<file path="config.mk">
export PLATFORM = sky130hd
export DESIGN_NAME = chan_lock_seq
export DESIGN_NICKNAME = d
export VERILOG_FILES = /design/src/rtl/chls_pkg.sv /design/src/rtl/chls_txn_track.sv /design/src/rtl/chls_settle_timer.sv /design/src/rtl/chls_stream_gate.sv /design/src/rtl/chan_lock_seq.sv
export SDC_FILE = /design/constraint.sdc
export NUM_CORES = 1
export LEC_CHECK = 0
export CAP_MARGIN = 15
export CORE_MARGIN = 10
export CORE_UTILIZATION = 38
export DETAILED_ROUTE_END_ITERATION = 12
export GPL_ROUTABILITY_DRIVEN = 0
export HOLD_SLACK_MARGIN = 0.15
export PLACE_DENSITY = 0.7
export RECOVER_POWER = 25
export REMOVE_ABC_BUFFERS = 1
export SLEW_MARGIN = 20
export SYNTH_ARGS = -nofsm -noshare
export SYNTH_HDL_FRONTEND = slang
export SYNTH_SLANG_ARGS = --single-unit
</file>
<file path="constraint.sdc">
create_clock -name clk -period 1.19 [get_ports clk]
set_clock_uncertainty 0.1 [all_clocks]
set_input_delay 0.238 -clock clk [delete_from_list [all_inputs] [get_ports clk]]
set_output_delay 0.238 -clock clk [all_outputs]
set_load 0.01 [all_outputs]
</file>
<file path="src/rtl/chls_pkg.sv">
package chls_pkg;

  // Changes collected inside one open reconfiguration transaction
  typedef struct packed {
    logic chan;
    logic cont;
    logic act;
    logic deact;
  } chls_pend_t;

  typedef enum logic [1:0] {
    TMR_IDLE   = 2'd0,
    TMR_WAIT   = 2'd1,
    TMR_LOCKED = 2'd2
  } chls_tmr_e;

endpackage

</file>
<file path="src/rtl/chls_txn_track.sv">
module chls_txn_track
  import chls_pkg::*;
(
  input  logic       clk,
  input  logic       rst,
  input  logic       port_rst_i,
  input  logic       begin_i,
  input  logic       def_chan_i,
  input  logic       def_cont_i,
  input  logic       act_i,
  input  logic       deact_i,
  input  logic       commit_i,
  output logic       commit_vld_o,
  output chls_pend_t commit_o
);

  logic       open_q;
  chls_pend_t pend_q;

  always_ff @(posedge clk) begin
    if (rst || port_rst_i) begin
      open_q <= 1'b0;
      pend_q <= '0;
    end else if (begin_i) begin
      // a fresh begin drops whatever was still pending
      open_q <= 1'b1;
      pend_q <= '0;
    end else if (open_q) begin
      if (commit_i) begin
        open_q <= 1'b0;
        pend_q <= '0;
      end else begin
        if (def_chan_i) pend_q.chan <= 1'b1;
        if (def_cont_i) pend_q.cont <= 1'b1;
        if (act_i) begin
          pend_q.act   <= 1'b1;
          pend_q.deact <= 1'b0;
        end
        if (deact_i) begin
          pend_q.deact <= 1'b1;
          pend_q.act   <= 1'b0;
        end
      end
    end
  end

  assign commit_vld_o = open_q && commit_i && !begin_i;
  assign commit_o     = pend_q;

  AST_STRAY_IGNORED: assert property (@(posedge clk) disable iff (rst)
    (!open_q && !begin_i && !port_rst_i) |=> (pend_q == '0))
    else $error("stray event changed pending state");

  AST_NO_COMMIT_CLOSED: assert property (@(posedge clk) disable iff (rst)
    commit_vld_o |=> !commit_vld_o)
    else $error("commit accepted twice in a row");

endmodule

</file>
<file path="src/rtl/chls_settle_timer.sv">
module chls_settle_timer
  import chls_pkg::*;
#(
  parameter int SETTLE_TICKS = 3
) (
  input  logic clk,
  input  logic rst,
  input  logic clr_i,
  input  logic launch_i,
  input  logic ext_i,
  input  logic tick_i,
  output logic ready_o
);

  localparam int CNT_W = (SETTLE_TICKS < 2) ? 1 : $clog2(SETTLE_TICKS);

  generate
    if (SETTLE_TICKS == 0) begin : g_no_wait
      logic unused_tick;
      assign unused_tick = tick_i ^ ext_i;
      always_ff @(posedge clk) begin
        if (rst || clr_i) ready_o <= 1'b0;
        else if (launch_i) ready_o <= 1'b1;
      end
    end else begin : g_wait
      localparam logic [CNT_W-1:0] LAST = CNT_W'(SETTLE_TICKS - 1);
      chls_tmr_e        st_q;
      logic [CNT_W-1:0] cnt_q;

      always_ff @(posedge clk) begin
        if (rst || clr_i) begin
          st_q    <= TMR_IDLE;
          cnt_q   <= '0;
          ready_o <= 1'b0;
        end else if (launch_i) begin
          cnt_q <= '0;
          if (ext_i) begin
            st_q    <= TMR_LOCKED;
            ready_o <= 1'b1;
          end else begin
            st_q    <= TMR_WAIT;
            ready_o <= 1'b0;
          end
        end else if (st_q == TMR_WAIT && tick_i) begin
          if (cnt_q == LAST) begin
            st_q    <= TMR_LOCKED;
            cnt_q   <= '0;
            ready_o <= 1'b1;
          end else begin
            cnt_q <= cnt_q + 1'b1;
          end
        end
      end

      AST_READY_CAUSE: assert property (@(posedge clk) disable iff (rst)
        $rose(ready_o) |-> ($past(launch_i && ext_i) || $past(tick_i && st_q == TMR_WAIT)))
        else $error("ready rose without ext launch or final tick");

      AST_CNT_BOUND: assert property (@(posedge clk) disable iff (rst)
        cnt_q <= LAST)
        else $error("settle counter out of range");
    end
  endgenerate

endmodule

</file>
<file path="src/rtl/chls_stream_gate.sv">
module chls_stream_gate
  import chls_pkg::*;
(
  input  logic       clk,
  input  logic       rst,
  input  logic       port_rst_i,
  input  logic       conn_i,
  input  logic       commit_vld_i,
  input  chls_pend_t commit_i,
  input  logic       launch_i,
  input  logic       ready_i,
  output logic       connected_o,
  output logic       stream_o
);

  logic active_q;

  always_ff @(posedge clk) begin
    if (rst || port_rst_i) begin
      connected_o <= 1'b0;
      active_q    <= 1'b0;
    end else begin
      if (conn_i) connected_o <= 1'b1;
      if (commit_vld_i) begin
        if (commit_i.deact)    active_q <= 1'b0;
        else if (commit_i.act) active_q <= 1'b1;
      end
    end
  end

  always_ff @(posedge clk) begin
    if (rst) stream_o <= 1'b0;
    else     stream_o <= connected_o && active_q && ready_i && !launch_i && !port_rst_i;
  end

  AST_STREAM_CONNECTED: assert property (@(posedge clk) disable iff (rst)
    stream_o |-> connected_o)
    else $error("streaming on a disconnected port");

endmodule

</file>
<file path="src/rtl/chan_lock_seq.sv">
module chan_lock_seq
  import chls_pkg::*;
#(
  parameter int SETTLE_TICKS = 3
) (
  input  logic clk,
  input  logic rst,
  input  logic ev_conn_src,
  input  logic ev_conn_snk,
  input  logic ev_begin,
  input  logic ev_def_chan,
  input  logic ev_def_cont,
  input  logic ev_activate,
  input  logic ev_deactivate,
  input  logic ev_commit,
  input  logic ev_port_reset,
  input  logic ms_tick,
  input  logic ext_clk_sel,
  output logic cfg_pulse,
  output logic clk_ready,
  output logic stream_en
);

  logic       commit_vld;
  chls_pend_t commit_set;
  logic       connected;
  logic       launch;

  chls_txn_track i_track (
    .clk          (clk),
    .rst          (rst),
    .port_rst_i   (ev_port_reset),
    .begin_i      (ev_begin),
    .def_chan_i   (ev_def_chan),
    .def_cont_i   (ev_def_cont),
    .act_i        (ev_activate),
    .deact_i      (ev_deactivate),
    .commit_i     (ev_commit),
    .commit_vld_o (commit_vld),
    .commit_o     (commit_set)
  );

  assign launch = commit_vld && commit_set.chan && commit_set.cont
                  && connected && !ev_port_reset;

  always_ff @(posedge clk) begin
    if (rst) cfg_pulse <= 1'b0;
    else     cfg_pulse <= launch;
  end

  chls_settle_timer #(.SETTLE_TICKS(SETTLE_TICKS)) i_timer (
    .clk      (clk),
    .rst      (rst),
    .clr_i    (ev_port_reset),
    .launch_i (launch),
    .ext_i    (ext_clk_sel),
    .tick_i   (ms_tick),
    .ready_o  (clk_ready)
  );

  chls_stream_gate i_gate (
    .clk          (clk),
    .rst          (rst),
    .port_rst_i   (ev_port_reset),
    .conn_i       (ev_conn_src || ev_conn_snk),
    .commit_vld_i (commit_vld),
    .commit_i     (commit_set),
    .launch_i     (launch),
    .ready_i      (clk_ready),
    .connected_o  (connected),
    .stream_o     (stream_en)
  );

  AST_PULSE_ONE_CYCLE: assert property (@(posedge clk) disable iff (rst)
    cfg_pulse |=> !cfg_pulse)
    else $error("configure pulse longer than one cycle");

  AST_STREAM_NEEDS_READY: assert property (@(posedge clk) disable iff (rst)
    stream_en |-> clk_ready)
    else $error("streaming without settled clocks");

  AST_PRST_CLEARS: assert property (@(posedge clk) disable iff (rst)
    $past(ev_port_reset) |-> (!clk_ready && !stream_en))
    else $error("port reset left clocks or streaming on");

  AST_DEACT_KEEPS_READY: assert property (@(posedge clk) disable iff (rst)
    (commit_vld && commit_set.deact && !commit_set.chan && clk_ready && !ev_port_reset)
      |=> clk_ready)
    else $error("deactivation dropped clock readiness");

  AST_EXT_READY_WITH_PULSE: assert property (@(posedge clk) disable iff (rst)
    (cfg_pulse && $past(ext_clk_sel)) |-> clk_ready)
    else $error("external clocks not ready with the pulse");

endmodule

</file>
# Word-level counts from Yosys, hierarchy flattened
# Index checks and enable logic that the tools add are counted.
# Widths: inputs -> output; s select.
dict set report classes {
  n_mux 19
  n_eq_ne 2
  n_addsub 1
  reduce_logical 29
}
# cell count
set ops {}
lappend ops {{$mux 2} 7}
lappend ops {{$logic_and 1x1->1} 11}
lappend ops {{$mux 1} 11}
lappend ops {{$reduce_and 2->1} 5}
lappend ops {{$reduce_bool 2->1} 5}
lappend ops {{$mux 4} 1}
lappend ops {{$reduce_or 2->1} 2}
lappend ops {{$logic_not 1->1} 3}
lappend ops {{$reduce_bool 3->1} 1}
lappend ops {{$add 2x1->2 const B} 1}
lappend ops {{$eq 2x1->1 const B} 1}
lappend ops {{$eq 2x2->1 const B} 1}
lappend ops {{$logic_or 1x1->1} 2}
dict set report totals {
  output_inout_bits 3
  regBits 14
  inputBits 13
}

# Logic depth before layout (Yosys ltp)
dict set report logic_depth {
  depth_word 9
  ltp_mapped 4
}

# By module
# Synthesis repeated with hierarchy kept, for this count alone.
dict set report unflattened {
  cells_unflattened 56
  hier_area_um2 590.6
}
# module n_inst cells_each area_each_um2
set modules_own_cells {}
lappend modules_own_cells {chls_txn_track 1 22 229.0}
lappend modules_own_cells {chls_settle_timer 1 20 205.2}
lappend modules_own_cells {chls_stream_gate 1 9 97.6}
lappend modules_own_cells {chan_lock_seq 1 5 58.8}

# Worst setup path after synthesis
# Ideal clock, no wire load.
dict set report synth_path {
  path_type {register -> register}
  startpoint {reg i_track.open_q}
  endpoint {reg i_timer.g_wait.st_q[1]}
  required_time_ns 0.968
  arrival_time_ns 1.011
  stages_incl_launch_ff 5
  slack_ns -0.042
  n_path_buf 1
  cell_sequence {dfxtp_1 > buf_4 > nand3b_2 > or3_1 > o311a_1}
}
dict set report synth_via {
  elab_chain_len 8
}
# element line
set synth_lines {}
lappend synth_lines {{start: declaration} chls_txn_track.sv:17} ;# logic open_q;
lappend synth_lines {{start signal: assignment} chls_txn_track.sv:22} ;# open_q <= 1'b0;
lappend synth_lines {{start signal: assignment} chls_txn_track.sv:26} ;# open_q <= 1'b1;
lappend synth_lines {{start signal: assignment} chls_txn_track.sv:30} ;# open_q <= 1'b0;
lappend synth_lines {{$logic_and 1x1->1 * (2 in a row)} chls_txn_track.sv:47} ;# assign commit_vld_o = open_q && commit_i && !begin_i;
lappend synth_lines {{$logic_and 1x1->1 * (2 in a row)} chan_lock_seq.sv:43} ;# assign launch = commit_vld && commit_set.chan && commit_set.cont
lappend synth_lines {{$logic_and 1x1->1 * (2 in a row)} chan_lock_seq.sv:44} ;# && connected && !ev_port_reset;
lappend synth_lines {{$reduce_bool 2->1 (no source line)} -}
lappend synth_lines {{$reduce_and 2->1 (no source line)} -}
lappend synth_lines {{end signal: assignment} chls_settle_timer.sv:38} ;# st_q <= TMR_LOCKED;
lappend synth_lines {{end signal: assignment} chls_settle_timer.sv:41} ;# st_q <= TMR_WAIT;
lappend synth_lines {{end signal: assignment} chls_settle_timer.sv:46} ;# st_q <= TMR_LOCKED;
lappend synth_lines {{end: declaration} chls_settle_timer.sv:27} ;# chls_tmr_e st_q;
# Mark *: on every way between the ends. The rest lies on a longest branch, timed or not.
# A chain may end at the register's enable or synchronous reset.

# Final worst setup path
dict set report layout_path {
  startpoint {reg i_track.pend_q, in the netlist i_track.commit_o[3]}
  endpoint {reg i_timer.g_wait.st_q[1]}
}
dict set report layout_via {
  elab_chain_len 6
}
# element line
set layout_lines {}
lappend layout_lines {{start: declaration} chls_txn_track.sv:18} ;# chls_pend_t pend_q;
lappend layout_lines {{$logic_and 1x1->1 * (2 in a row)} chan_lock_seq.sv:43}
lappend layout_lines {{$logic_and 1x1->1 * (2 in a row)} chan_lock_seq.sv:44}
lappend layout_lines {{$reduce_bool 2->1 (no source line)} -}
lappend layout_lines {{$reduce_and 2->1 (no source line)} -}
# Marked as above.

==> flow_summary.json <==
{
  "switching_share_pct": 20.0,
  "drive_above_1_share_pct": 30.2,
  "start_util_pct": 40.1,
  "holdBufCountCts": 0,
  "die_h_um": 57.1,
  "seq_power_share_pct": 56.2,
  "rows": 13,
  "worst_pin_slew_ns": 0.263,
  "synthAdderAreaFrac_pct": 0,
  "wl_um": 1240,
  "die-area_um2": 3260,
  "slew_viol_final": 0,
  "gr-usage-all-layers_pct": 7.72,
  "drv_cap": 0,
  "drc": 0,
  "syn_to_final_growth_pct": 57.3,
  "antenna_found_initial": 0,
  "yosys.area_share.simple_pct": 25.7,
  "period_share_pct": 97.1,
  "worst-setup-path-type": "flop to flop",
  "p_int_uw": 630,
  "post_dp_cell_area_um2": 781,
  "synthMuxAreaShare_pct": 0,
  "synth_compound_area_share_pct": 23.0,
  "ant_nets": 0,
  "rsz0062_at_grt": "true",
  "synth_top_family_by_area": "simple AND/OR/NAND/NOR gates",
  "fill_cells": 112,
  "grt_pass1_vias": 512,
  "wl_met1_um": 555,
  "wl_met3_um": 67,
  "power.leakage_uw": 0.000340,
  "wl_met2_um": 590,
  "grt_overflow": 0,
  "syn_inst": 54,
  "tns_ns": 0,
  "min_path_type": "input pin to flop",
  "p_switching_uw": 158,
  "ys_types": 24,
  "synth_area_um2": 522,
  "synth-edff-count": 0,
  "die_x_um": 57.1,
  "startpoint_type": "flop",
  "port_buffers": 15,
  "grt_pass1_wl_um": 2070,
  "yosysTopAreaCellShare_pct": 49.9,
  "power_density_nw_per_um2": 960,
  "finish.utilization_pct": 63.1,
  "hold_slack_ns": 0.193,
  "hold_viol_final": 0,
  "cts-root-buf": "clkbuf_4",
  "wire_per_inst_um": 12.3,
  "grt_max_degree": 8,
  "cts_inserted_buffers": 3,
  "nets": 100,
  "fmax_mhz": 865,
  "yosysWarningCount": 0,
  "status": "completed",
  "instances_no_fill": 101,
  "drtIter0Drc": 3,
  "core_um2": 1300,
  "seq_area_frac_synth_pct": 49.9,
  "cp.arrival_ns": 1.21,
  "hpwl_um": 1040,
  "io_pins": 16,
  "cts_buffer_depth": 2,
  "setup_viol_count_final": 0,
  "clkPwrFrac_pct": 32.1,
  "irDropWorstVdd_v": 0.000747,
  "antenna_cells": 0,
  "synthFlopType": "dfxtp_1",
  "cts_max_level": 1,
  "cts_tree": "yes",
  "synth_seq_cells": 13,
  "via_per_inst": 5.03,
  "synth-xor-area-share_pct": 0,
  "first_pass_iters": 3,
  "seq_area_um2": 265,
  "synthTopCellsByArea": "dfxtp_1 (50%), a21oi_1 (5.8%), nor2_1 (4.3%)",
  "clk_latency_ns": 0.26,
  "slew_headroom_pct": 82.5,
  "dr.max_layer_used": "met4",
  "clk_pin_slew_ns": 0.07,
  "yosysMostFrequentCell": "dfxtp_1",
  "comb_power_share_pct": 11.7,
  "dp.cells": 96,
  "vias": 508,
  "cts.sinks": 13,
  "yosys.area.top_type": "dfxtp_1",
  "crit_fanout": 4,
  "async_flop_share_pct": 0,
  "synthTopCellsByCount": "dfxtp_1 (13), a21oi_1 (6), nor2_1 (6)",
  "cp.required_ns": 1.24,
  "r2r_setup_slack_ns": 0.03,
  "syn_area_per_cell_um2": 9.66,
  "multiInputGateArea_um2": 268,
  "min_period_ns": 1.16,
  "finalInstanceArea_um2": 821,
  "end_kind": "flop"
}
==> power groups by stage <==
stage	sequential [uW]	clock, uW	combinational, uW
after floorplan	453	0	17.6
final	443	253	92.2
after global placement	452	0	92.9
after detailed placement	452	0	94.1
after CTS	443	261	92.4
after global routing	443	280	99.5
==> routing by layer <==
layer / GRT usage (%) / up-vias
met4: 4.03 / 0
met5: 0 / -
met1: 7.78 / 231
met2: 13.0 / 10
li1: - / 265
met3: 3.54 / 2
==> state kept, by name, summed over array words and instances, names as in the netlist <==
name	count
cfg_pulse	1
i_timer.g_wait.cnt_q	2
i_track.commit_o	4
i_gate.stream_o	1
i_timer.g_wait.st_q	2
i_gate.active_q	1
i_gate.connected_o	1
i_track.open_q	1
==> area by class of cell <==
type,count,area share (%)
clock buffers,4,3.20
multi-input cells,40,32.6
flip-flops and latches,13,32.3
well taps,15,2.29
repair buffers,29,29.6
==> critical path, stage by stage (launching register included) <==
cell and delay [ns]:
dfxtp_2 0.33, nand4b_1 0.15, or3_1 0.36, o311a_1 0.11
==> kinds of logic (layout without fill, tap and decap cells) <==
logic type,after synthesis,after routing
AOI/OAI and AO/OA,17,17
buffers and inverters,1,33
and+or+nand+nor,23,23
DFF,13,13
==> final timing paths <==
path | start | end | cells past startpoint
setup reg to reg | i_track.commit_o[3] | i_timer.g_wait.st_q[1] | 3
hold / removal | rst | i_track.commit_o[0] | 3
setup / recovery | i_track.commit_o[3] | i_timer.g_wait.st_q[1] | 3
hold reg to reg | i_track.commit_o[2] | i_track.commit_o[2] | 2
==> stage by stage <==
stage	power, uW	worst slack [ns]
after floorplan	471	-0.0613
after global placement	545	-0.468
after detailed placement	546	-0.479
after CTS	796	-0.0339
after global routing	823	-0.0286
final	788	0.0339
==> cell usage in the layout, fill, tap and decap left out, drive strengths merged, types with 2 or more instances in the layout <==
master          n
buf            14
dfxtp          13
clkdlybuf4s50   7
nor2            6
a21oi           6
clkbuf          6
dlygate4sd2     4
nand2           3
nand3b          3
or3             3
o21ai           2
nor3            2
o21a            2
==> repair_timing <==
action,CTS,global route
pin swaps,7,5
resized for setup,14,5
setup buffers,1,0
endpoints found under the setup margin,12,11
Note: power is estimated with default switching activity, not from simulation.
